File: src/rtl/sao_edge_offset.sv
module sao_edge_offset #(
  parameter int SW = 12,
  parameter int OW = 16,
  parameter int LO_DEPTH = 10
) (
  input  logic                 clk,
  input  logic                 rst_n,
  input  logic                 frame_start,
  input  logic [1:0]           dir_class,
  input  logic signed [OW-1:0] ofs_e0,
  input  logic signed [OW-1:0] ofs_e1,
  input  logic signed [OW-1:0] ofs_e2,
  input  logic signed [OW-1:0] ofs_e3,
  input  logic signed [OW-1:0] ofs_e4,
  input  logic                 depth_hi,
  input  logic                 in_valid,
  input  logic [SW-1:0]        px_c,
  input  logic [SW-1:0]        px_w,
  input  logic [SW-1:0]        px_e,
  input  logic [SW-1:0]        px_n,
  input  logic [SW-1:0]        px_s,
  input  logic [SW-1:0]        px_nw,
  input  logic [SW-1:0]        px_ne,
  input  logic [SW-1:0]        px_sw,
  input  logic [SW-1:0]        px_se,
  output logic                 out_valid,
  output logic [SW-1:0]        out_sample
);

  localparam int SUMW = ((SW > OW) ? SW : OW) + 2;
  localparam logic [SW-1:0] LIM_LO = SW'((1 << LO_DEPTH) - 1);
  localparam logic [SW-1:0] LIM_HI = '1;

  // configuration held for the whole block
  logic [1:0]          cfg_dir;
  logic [4:0][OW-1:0]  cfg_ofs;
  logic                cfg_d12;

  logic [4:0][OW-1:0]  ofs_in;
  assign ofs_in = {ofs_e4, ofs_e3, ofs_e2, ofs_e1, ofs_e0};

  always_ff @(posedge clk or negedge rst_n) begin
    if (!rst_n) begin
      cfg_dir <= '0;
      cfg_ofs <= '0;
      cfg_d12 <= 1'b0;
    end else if (frame_start) begin
      cfg_dir <= dir_class;
      cfg_ofs <= ofs_in;
      cfg_d12 <= depth_hi;
    end
  end

  // a sample arriving with the load pulse already sees the new settings
  logic [1:0]         dir_use;
  logic [4:0][OW-1:0] ofs_use;
  logic               d12_use;
  assign dir_use = frame_start ? dir_class : cfg_dir;
  assign ofs_use = frame_start ? ofs_in    : cfg_ofs;
  assign d12_use = frame_start ? depth_hi  : cfg_d12;

  logic [SW-1:0] nb_a, nb_b;
  always_comb begin
    case (dir_use)
      2'd0:    begin nb_a = px_w;  nb_b = px_e;  end
      2'd1:    begin nb_a = px_n;  nb_b = px_s;  end
      2'd2:    begin nb_a = px_nw; nb_b = px_se; end
      default: begin nb_a = px_ne; nb_b = px_sw; end
    endcase
  end

  function automatic logic signed [2:0] edge_sign(input logic [SW-1:0] c, input logic [SW-1:0] n);
    if (n > c)      return -3'sd1;
    else if (n < c) return  3'sd1;
    else            return  3'sd0;
  endfunction

  logic signed [2:0] cat;
  assign cat = edge_sign(px_c, nb_a) + edge_sign(px_c, nb_b);

  logic [OW-1:0] ofs_sel;
  always_comb begin
    case (cat)
      3'b110:  ofs_sel = ofs_use[1];
      3'b111:  ofs_sel = ofs_use[2];
      3'b001:  ofs_sel = ofs_use[3];
      3'b010:  ofs_sel = ofs_use[4];
      default: ofs_sel = ofs_use[0];
    endcase
  end

  // stage 1: classified sample
  logic          s1_vld;
  logic [SW-1:0] s1_c;
  logic [OW-1:0] s1_ofs;
  logic          s1_d12;

  always_ff @(posedge clk or negedge rst_n) begin
    if (!rst_n) begin
      s1_vld <= 1'b0;
      s1_c   <= '0;
      s1_ofs <= '0;
      s1_d12 <= 1'b0;
    end else begin
      s1_vld <= in_valid;
      if (in_valid) begin
        s1_c   <= px_c;
        s1_ofs <= ofs_sel;
        s1_d12 <= d12_use;
      end
    end
  end

  // stage 2: add and clip
  logic signed [SUMW-1:0] sum;
  logic signed [SUMW-1:0] lim_ext;
  logic [SW-1:0]          lim;
  logic [SW-1:0]          clipped;

  assign lim     = s1_d12 ? LIM_HI : LIM_LO;
  assign lim_ext = $signed({{(SUMW-SW){1'b0}}, lim});
  assign sum     = $signed({{(SUMW-SW){1'b0}}, s1_c}) + $signed({{(SUMW-OW){s1_ofs[OW-1]}}, s1_ofs});

  always_comb begin
    if (sum < 0)            clipped = '0;
    else if (sum > lim_ext) clipped = lim;
    else                    clipped = SW'(sum);
  end

  always_ff @(posedge clk or negedge rst_n) begin
    if (!rst_n) begin
      out_valid  <= 1'b0;
      out_sample <= '0;
    end else begin
      out_valid <= s1_vld;
      if (s1_vld) out_sample <= clipped;
    end
  end

endmodule

File: config.mk
export PLATFORM = sky130hd
export DESIGN_NAME = sao_edge_offset
export DESIGN_NICKNAME = d
export VERILOG_FILES = /design/src/rtl/sao_edge_offset.sv
export SDC_FILE = /design/constraint.sdc
export NUM_CORES = 1
export LEC_CHECK = 0
export BUFFER_PORTS_ARGS = -buffer_cell sky130_fd_sc_hd__buf_2
export CAP_MARGIN = 20
export CELL_PAD_IN_SITES_DETAIL_PLACEMENT = 0
export CELL_PAD_IN_SITES_GLOBAL_PLACEMENT = 1
export CORE_ASPECT_RATIO = 0.75
export CORE_UTILIZATION = 30
export CTS_BUF_LIST = sky130_fd_sc_hd__clkbuf_4
export DETAILED_ROUTE_END_ITERATION = 10
export PLACE_DENSITY_LB_ADDON = 0.1
export SETUP_SLACK_MARGIN = 0.4
export SYNTH_ARGS = -nofsm -noshare
export SYNTH_HDL_FRONTEND = slang
export SYNTH_SLANG_ARGS = --single-unit
File: constraint.sdc
create_clock -name clk -period 5.6 [get_ports clk]
set_clock_uncertainty 0.15 [all_clocks]
set_input_delay 0.56 -clock clk [delete_from_list [all_inputs] [get_ports clk]]
set_output_delay 0.56 -clock clk [all_outputs]
set_load 0.01 [all_outputs]
# --- Word level (Yosys, flattened, before mapping) ---
# Cells that the tools add are included.
# Widths: inputs -> output; s select.
word_totals:
  register_bits: 126
  elab_cells: 41
op_classes:
  add_sub_neg: 2
  order_cmp: 6
  n_eq_ne: 6
  mux: 13
  reduce_logical: 1
ops:
  columns: ["cell", "n"]
  rows:
  - ["$mux 80", 1]
  - ["$pmux 12 s3", 2]
  - ["$pmux 16 s4", 1]
  - ["$mux 12", 3]
  - ["$gt 12x12->1", 2]
  - ["$lt 12x12->1", 2]
  - ["$add 13x16->17", 1]
  - ["$gt 17x13->1", 1]
  - ["$lt 17x1->1 const B", 1]
  - ["$eq 3x3->1 const B", 2]
  - ["$mux 3", 2]
  - ["$add 3x3->3", 1]
  - ["$eq 3x1->1 const B", 1]
  - ["$eq 3x2->1 const B", 1]
  - ["$mux 1", 3]
  - ["$eq 2x1->1 const B", 1]
  - ["$eq 2x2->1 const B", 1]
  - ["$logic_not 2->1", 1]
  - ["$mux 2", 1]

# --- Logic depth before layout (Yosys ltp) ---
depth:
  depth_word: 9
  mapped_depth: 23

# --- Worst setup path before layout ---
# OpenSTA, ideal clock, no wires.
synth_timing:
  kind: "input -> register"
  start: "input port frame_start"
  end: "register s1_ofs[10]"
  t_arrival_ns: 5.325
  required_time_ns: 5.313
  path_slack_ns: -0.012
  stages: 21
  n_path_buf: 4
  path_cell_list: "clkbuf_1 > mux2i_2 > buf_2 > mux4_2 > ha_1 > nor2b_1 > o21a_1 > o21ai_0 > a21oi_1 > o31a_1 > o21ai_0 > a21oi_1 > o21ai_0 > ha_1 > clkbuf_1 > inv_2 > buf_1 > mux2i_1 > o21ai_0 > a222oi_1 > a21oi_1"
synth_via:
  elab_chain_cells: 9
  word_cells_on_any_way: 21
  cone_classes: "add/sub (1); order compare (4); eq/ne (6); mux (9); reduce/logical (1)"
synth_lines:
  columns: ["element", "line", "text"]
  rows:
  - ["start: declaration", "8", "input logic frame_start,"]
  - ["$mux 2", "58", "assign dir_use = frame_start ? dir_class : cfg_dir;"]
  - ["$eq 2x2->1, or another cell as far along", "64", "case (dir_use)"]
  - ["$pmux 12 s3", "64", null]
  - ["$lt 12x12->1", "74", "else if (n < c) return 3'sd1;"]
  - ["$mux 1", "74", null]
  - ["$mux 3", "73", "if (n > c) return -3'sd1;"]
  - ["$add 3x3->3", "79", "assign cat = edge_sign(px_c, nb_a) + edge_sign(px_c, nb_b);"]
  - ["$eq 3x2->1, or another cell as far along", "83", "case (cat)"]
  - ["$pmux 16 s4 *", "83", null]
  - ["end signal: assignment", "108", "s1_ofs <= ofs_sel;"]
  - ["end: declaration", "95", "logic [OW-1:0] s1_ofs;"]
# Mark *: on every way between the ends. The rest lies on a longest branch, timed or not.
# A chain may end at the register's enable or synchronous reset.

# --- Worst setup path after layout ---
layout_timing:
  start: "register cfg_dir[0]"
  end: "register s1_ofs[6]"
layout_via:
  elab_chain_cells: 9
  word_cells_on_any_way: 20
  cone_classes: "add/sub (1); order compare (4); eq/ne (6); mux (8); reduce/logical (1)"
layout_lines:
  columns: ["element", "line", "text"]
  rows:
  - ["start: declaration", "35", "logic [1:0] cfg_dir;"]
  - ["start signal: assignment", "48", "cfg_dir <= dir_class;"]
  - ["$mux 2 *", "58", null]
  - ["$eq 2x2->1, or another cell as far along", "64", null]
  - ["$pmux 12 s3", "64", null]
  - ["$lt 12x12->1", "74", null]
  - ["$mux 1", "74", null]
  - ["$mux 3", "73", null]
  - ["$add 3x3->3 *", "79", null]
  - ["$eq 3x2->1, or another cell as far along", "83", null]
  - ["$pmux 16 s4 *", "83", null]
# Marked as above.

==> summary.txt <==
Outcome -> finished, final reports clean
Die Span Y -> 137 um
Final period util -> 0.862
Setup CP Type -> flip-flop to flip-flop
Tmin final -> 4.83 ns
First DRT Iteration DRCs -> 237
EDFF count, synth -> 0
Total die area -> 25,000 um2
Slew margin rel. -> 0.355
Max_cap viols -> 0
CP dominant cell by count -> a21oi_1
Netlist Area Pre-Place -> 7320 um2
Mean area per synthesized cell -> 11.7 um2
Ys async rst share -> 1.00
Lkg Pwr -> 4.38 nW
Worst Tran Pin Value -> 0.968 ns
Initial Utilization -> 0.305
Pwr dens -> 335 nW/um2
Synth warn -> 0
Sequential element share of the synthesized area -> 0.431
Cts bufs inserted -> 17
WL final -> 21.2 mm
RSZ-0062 raised after global routing -> true
DR vias -> 5,725
Root Buffer -> clkbuf_4
Share of cells above drive strength 1 -> 0.447
Core area -> 24,000 um2
Initial antenna violation count -> 1
Dpl hpwl -> 16.7 mm
Area Overhead vs Synth -> 24.6%
Final number of hold-violating endpoints -> 0
Top FF cell, synth -> dfrtp_1
Setup violations, final -> 0
WL/cell -> 18.0 um
CP cell instances -> mux2i_4 > buf_4 > mux4_2 > ha_1 > a21o_1 > a21oi_1 > nor2b_1 > o31a_1 > o21ai_0 > a21oi_1 > o21ai_0 > ha_1 > fa_1 > nor2_1 > a222oi_1 > a21oi_1
Nets -> 1,068
Yosys reg bits -> 126
Tot Pwr -> 0.00306 W
Pins Over Slew Limit -> 0
Clock sink total -> 126
Total GRT Usage -> 0.170
First-pass GRT wire length -> 32.1 mm
Setup TNS -> 0 ns
Number of core rows -> 49
Critical path required time -> 5.90 ns
FMAX -> 207 MHz
Clk Latency, worst-skew pair -> 0.54 ns
DRT antenna net count -> 0
Arrival time at the worst endpoint -> 5.13 ns
Mapped Cells -> 624
GRT Residual Overflow -> 0
CP max stage delay -> 0.55 ns
Slowest CP cell -> mux4_2
DRC viols -> 0
First-pass DRT Iterations -> 5
Fillers -> 2,439
Kind of cell adding the most delay to the critical path -> compound AO/OA/AOI/OAI gates
Yosys cell types -> 60
Clk slew on worst S/H paths -> 0.13 ns
H-tree depth -> 4
Startpoint types -> flip-flop
Flop-to-flop setup slack -> 0.77 ns
Peak supply drop -> 0.129 mV
I/O Buffers -> 207
CTS tree -> built
Chip width -> 182 um
Num ports -> 208
Synth Net Count -> 860
Vias/cell -> 4.86
Largest net degree at the start of global routing -> 81
Bufs and invs on worst path -> 1
Hold Path Class -> input pin to flip-flop
RePlAce Congestion -> 0.855
Final setup margin -> 0.773 ns
Critical path endpoint category -> flip-flop
Clk buf depth -> 2
Setup slack after placement -> 0.359 ns
Vias in the first global route -> 5,835
CP max FO -> 15
==> sequential cells by signal (all words and copies together), names as in the netlist <==
| signal | flops |
|---|---|
| cfg_d12 | 1 |
| cfg_dir | 2 |
| out_sample | 12 |
| out_valid | 1 |
| s1_d12 | 1 |
| s1_ofs | 16 |
| cfg_ofs | 80 |
| s1_c | 12 |
| s1_vld | 1 |
==> placed cells by master (no fill, tap or decap), types with 5 or more instances in the layout <==
cell type,instances
buf_2,205
dfrtp_1,126
mux2_2,84
a21oi_1,46
ha_1,39
nor2_1,35
mux2i_1,35
inv_1,34
mux4_2,24
clkbuf_4,18
o21ai_0,17
nand2_1,15
buf_4,15
nand3_1,13
o2bb2ai_1,10
a222oi_1,8
o22ai_1,8
nand4_1,7
a21o_1,7
a22oi_1,7
xnor2_1,6
inv_6,6
nor2b_1,5
==> cell usage after synthesis (3+ instances only) <==
master,instances,area (um2)
o2bb2ai_1,10,87.6
nor2_1,36,135
nor3_1,4,20.0
buf_2,10,50.1
dfrtp_1,126,3150
clkbuf_1,18,67.6
nand2b_1,3,18.8
mux2i_1,36,360
nor2b_1,5,31.3
nand3_1,13,65.1
mux2_2,84,946
o21a_1,4,30.0
nand4_1,7,43.8
inv_1,34,128
a21oi_1,46,230
o21ai_0,17,85.1
o22ai_1,8,50.1
or4_1,3,22.5
a21o_1,7,52.6
mux4_2,24,541
buf_1,4,15.0
o211ai_1,4,30.0
a22oi_1,7,52.6
xor2_1,4,35.0
xnor2_1,6,52.6
a222oi_1,8,80.1
nand2_1,15,56.3
ha_1,39,488
==> kinds of logic after synthesis <==
family | Yosys count | share of synthesized area
adder cells (fa/ha/maj) | 41 | 0.0721
AO/OA/AOI/OAI | 136 | 0.128
AND/OR/NAND/NOR | 97 | 0.0653
multiplexers | 145 | 0.254
flip-flops | 126 | 0.431
buffers and inverters | 69 | 0.0381
XOR/XNOR | 10 | 0.0120
==> metal layers <==
metal,part of all wire,up-vias,global-route usage
met5,0,-,0
met4,0.0085,0,0.0373
met3,0.050,14,0.0431
met2,0.46,183,0.278
met1,0.48,2775,0.227
li1,-,2753,-
==> stage by stage <==
| step | instances | area, um2 | util | hold slack [ns] |
|---|---|---|---|---|
| floorplan | 624 | 7340 | - | 0.114 |
| global placement | 1141 | 8750 | 0.365 | 0.252 |
| detailed placement | 1141 | 8750 | 0.365 | 0.259 |
| CTS | 1174 | 9100 | 0.380 | 0.0482 |
| global route | 1177 | 9130 | 0.381 | 0.0426 |
| finish | 1177 | 9130 | 0.381 | 0.113 |
==> layout make-up <==
class | count | area (um2) | share of cell area
Timing Repair Buffer | 222 | 1160 | 0.127
Inverter | 36 | 135 | 0.0148
Clock buffer | 18 | 135 | 0.0148
Antenna cell | 1 | 2.50 | 0.000274
Sequential cell | 126 | 3150 | 0.345
Clock inverter | 14 | 204 | 0.0223
Multi-Input combinational cell | 429 | 3920 | 0.430
Tap cell | 331 | 414 | 0.0454
==> worst paths after layout <==
check | endpoint | cells after the start | start
setup / recovery | s1_ofs[6]$_DFFE_PN0P_ | 16 | cfg_dir[0]$_DFF_PN0_
hold reg to reg | out_valid$_DFF_PN0_ | 0 | s1_vld$_DFF_PN0_
setup reg to reg | s1_ofs[6]$_DFFE_PN0P_ | 16 | cfg_dir[0]$_DFF_PN0_
max in group asynchronous | cfg_ofs[78]$_DFF_PN0_ | 3 | rst_n
min in group asynchronous | out_sample[10]$_DFFE_PN0P_ | 2 | rst_n
hold / removal | cfg_ofs[23]$_DFF_PN0_ | 2 | ofs_e1[7]
==> worst reg2reg max path: stages (launching register included) <==
cell and delay, ns:
dfrtp_1 0.42, mux2i_4 0.19, buf_4 0.32, mux4_2 0.55, ha_1 0.30, a21o_1 0.19
a21oi_1 0.15, nor2b_1 0.06, o31a_1 0.23, o21ai_0 0.15, a21oi_1 0.11, o21ai_0 0.22
ha_1 0.19, fa_1 0.55, nor2_1 0.53, a222oi_1 0.24, a21oi_1 0.18
==> repair_timing <==
item	CTS	global route
gates resized for setup	0	1
endpoints found under the hold margin	79	0
setup buffers	0	2
hold buffers	1	0
setup endpoints to repair	0	7
==> where the power goes <==
part	leakage (nW)	internal, W	total [W]	switching (W)
logic	2.72	0.000528	0.00117	0.000637
clock network	0.183	0.000369	0.000752	0.000382
registers	1.48	0.00105	0.00114	0.0000910
(Power assumes the default switching activity.)
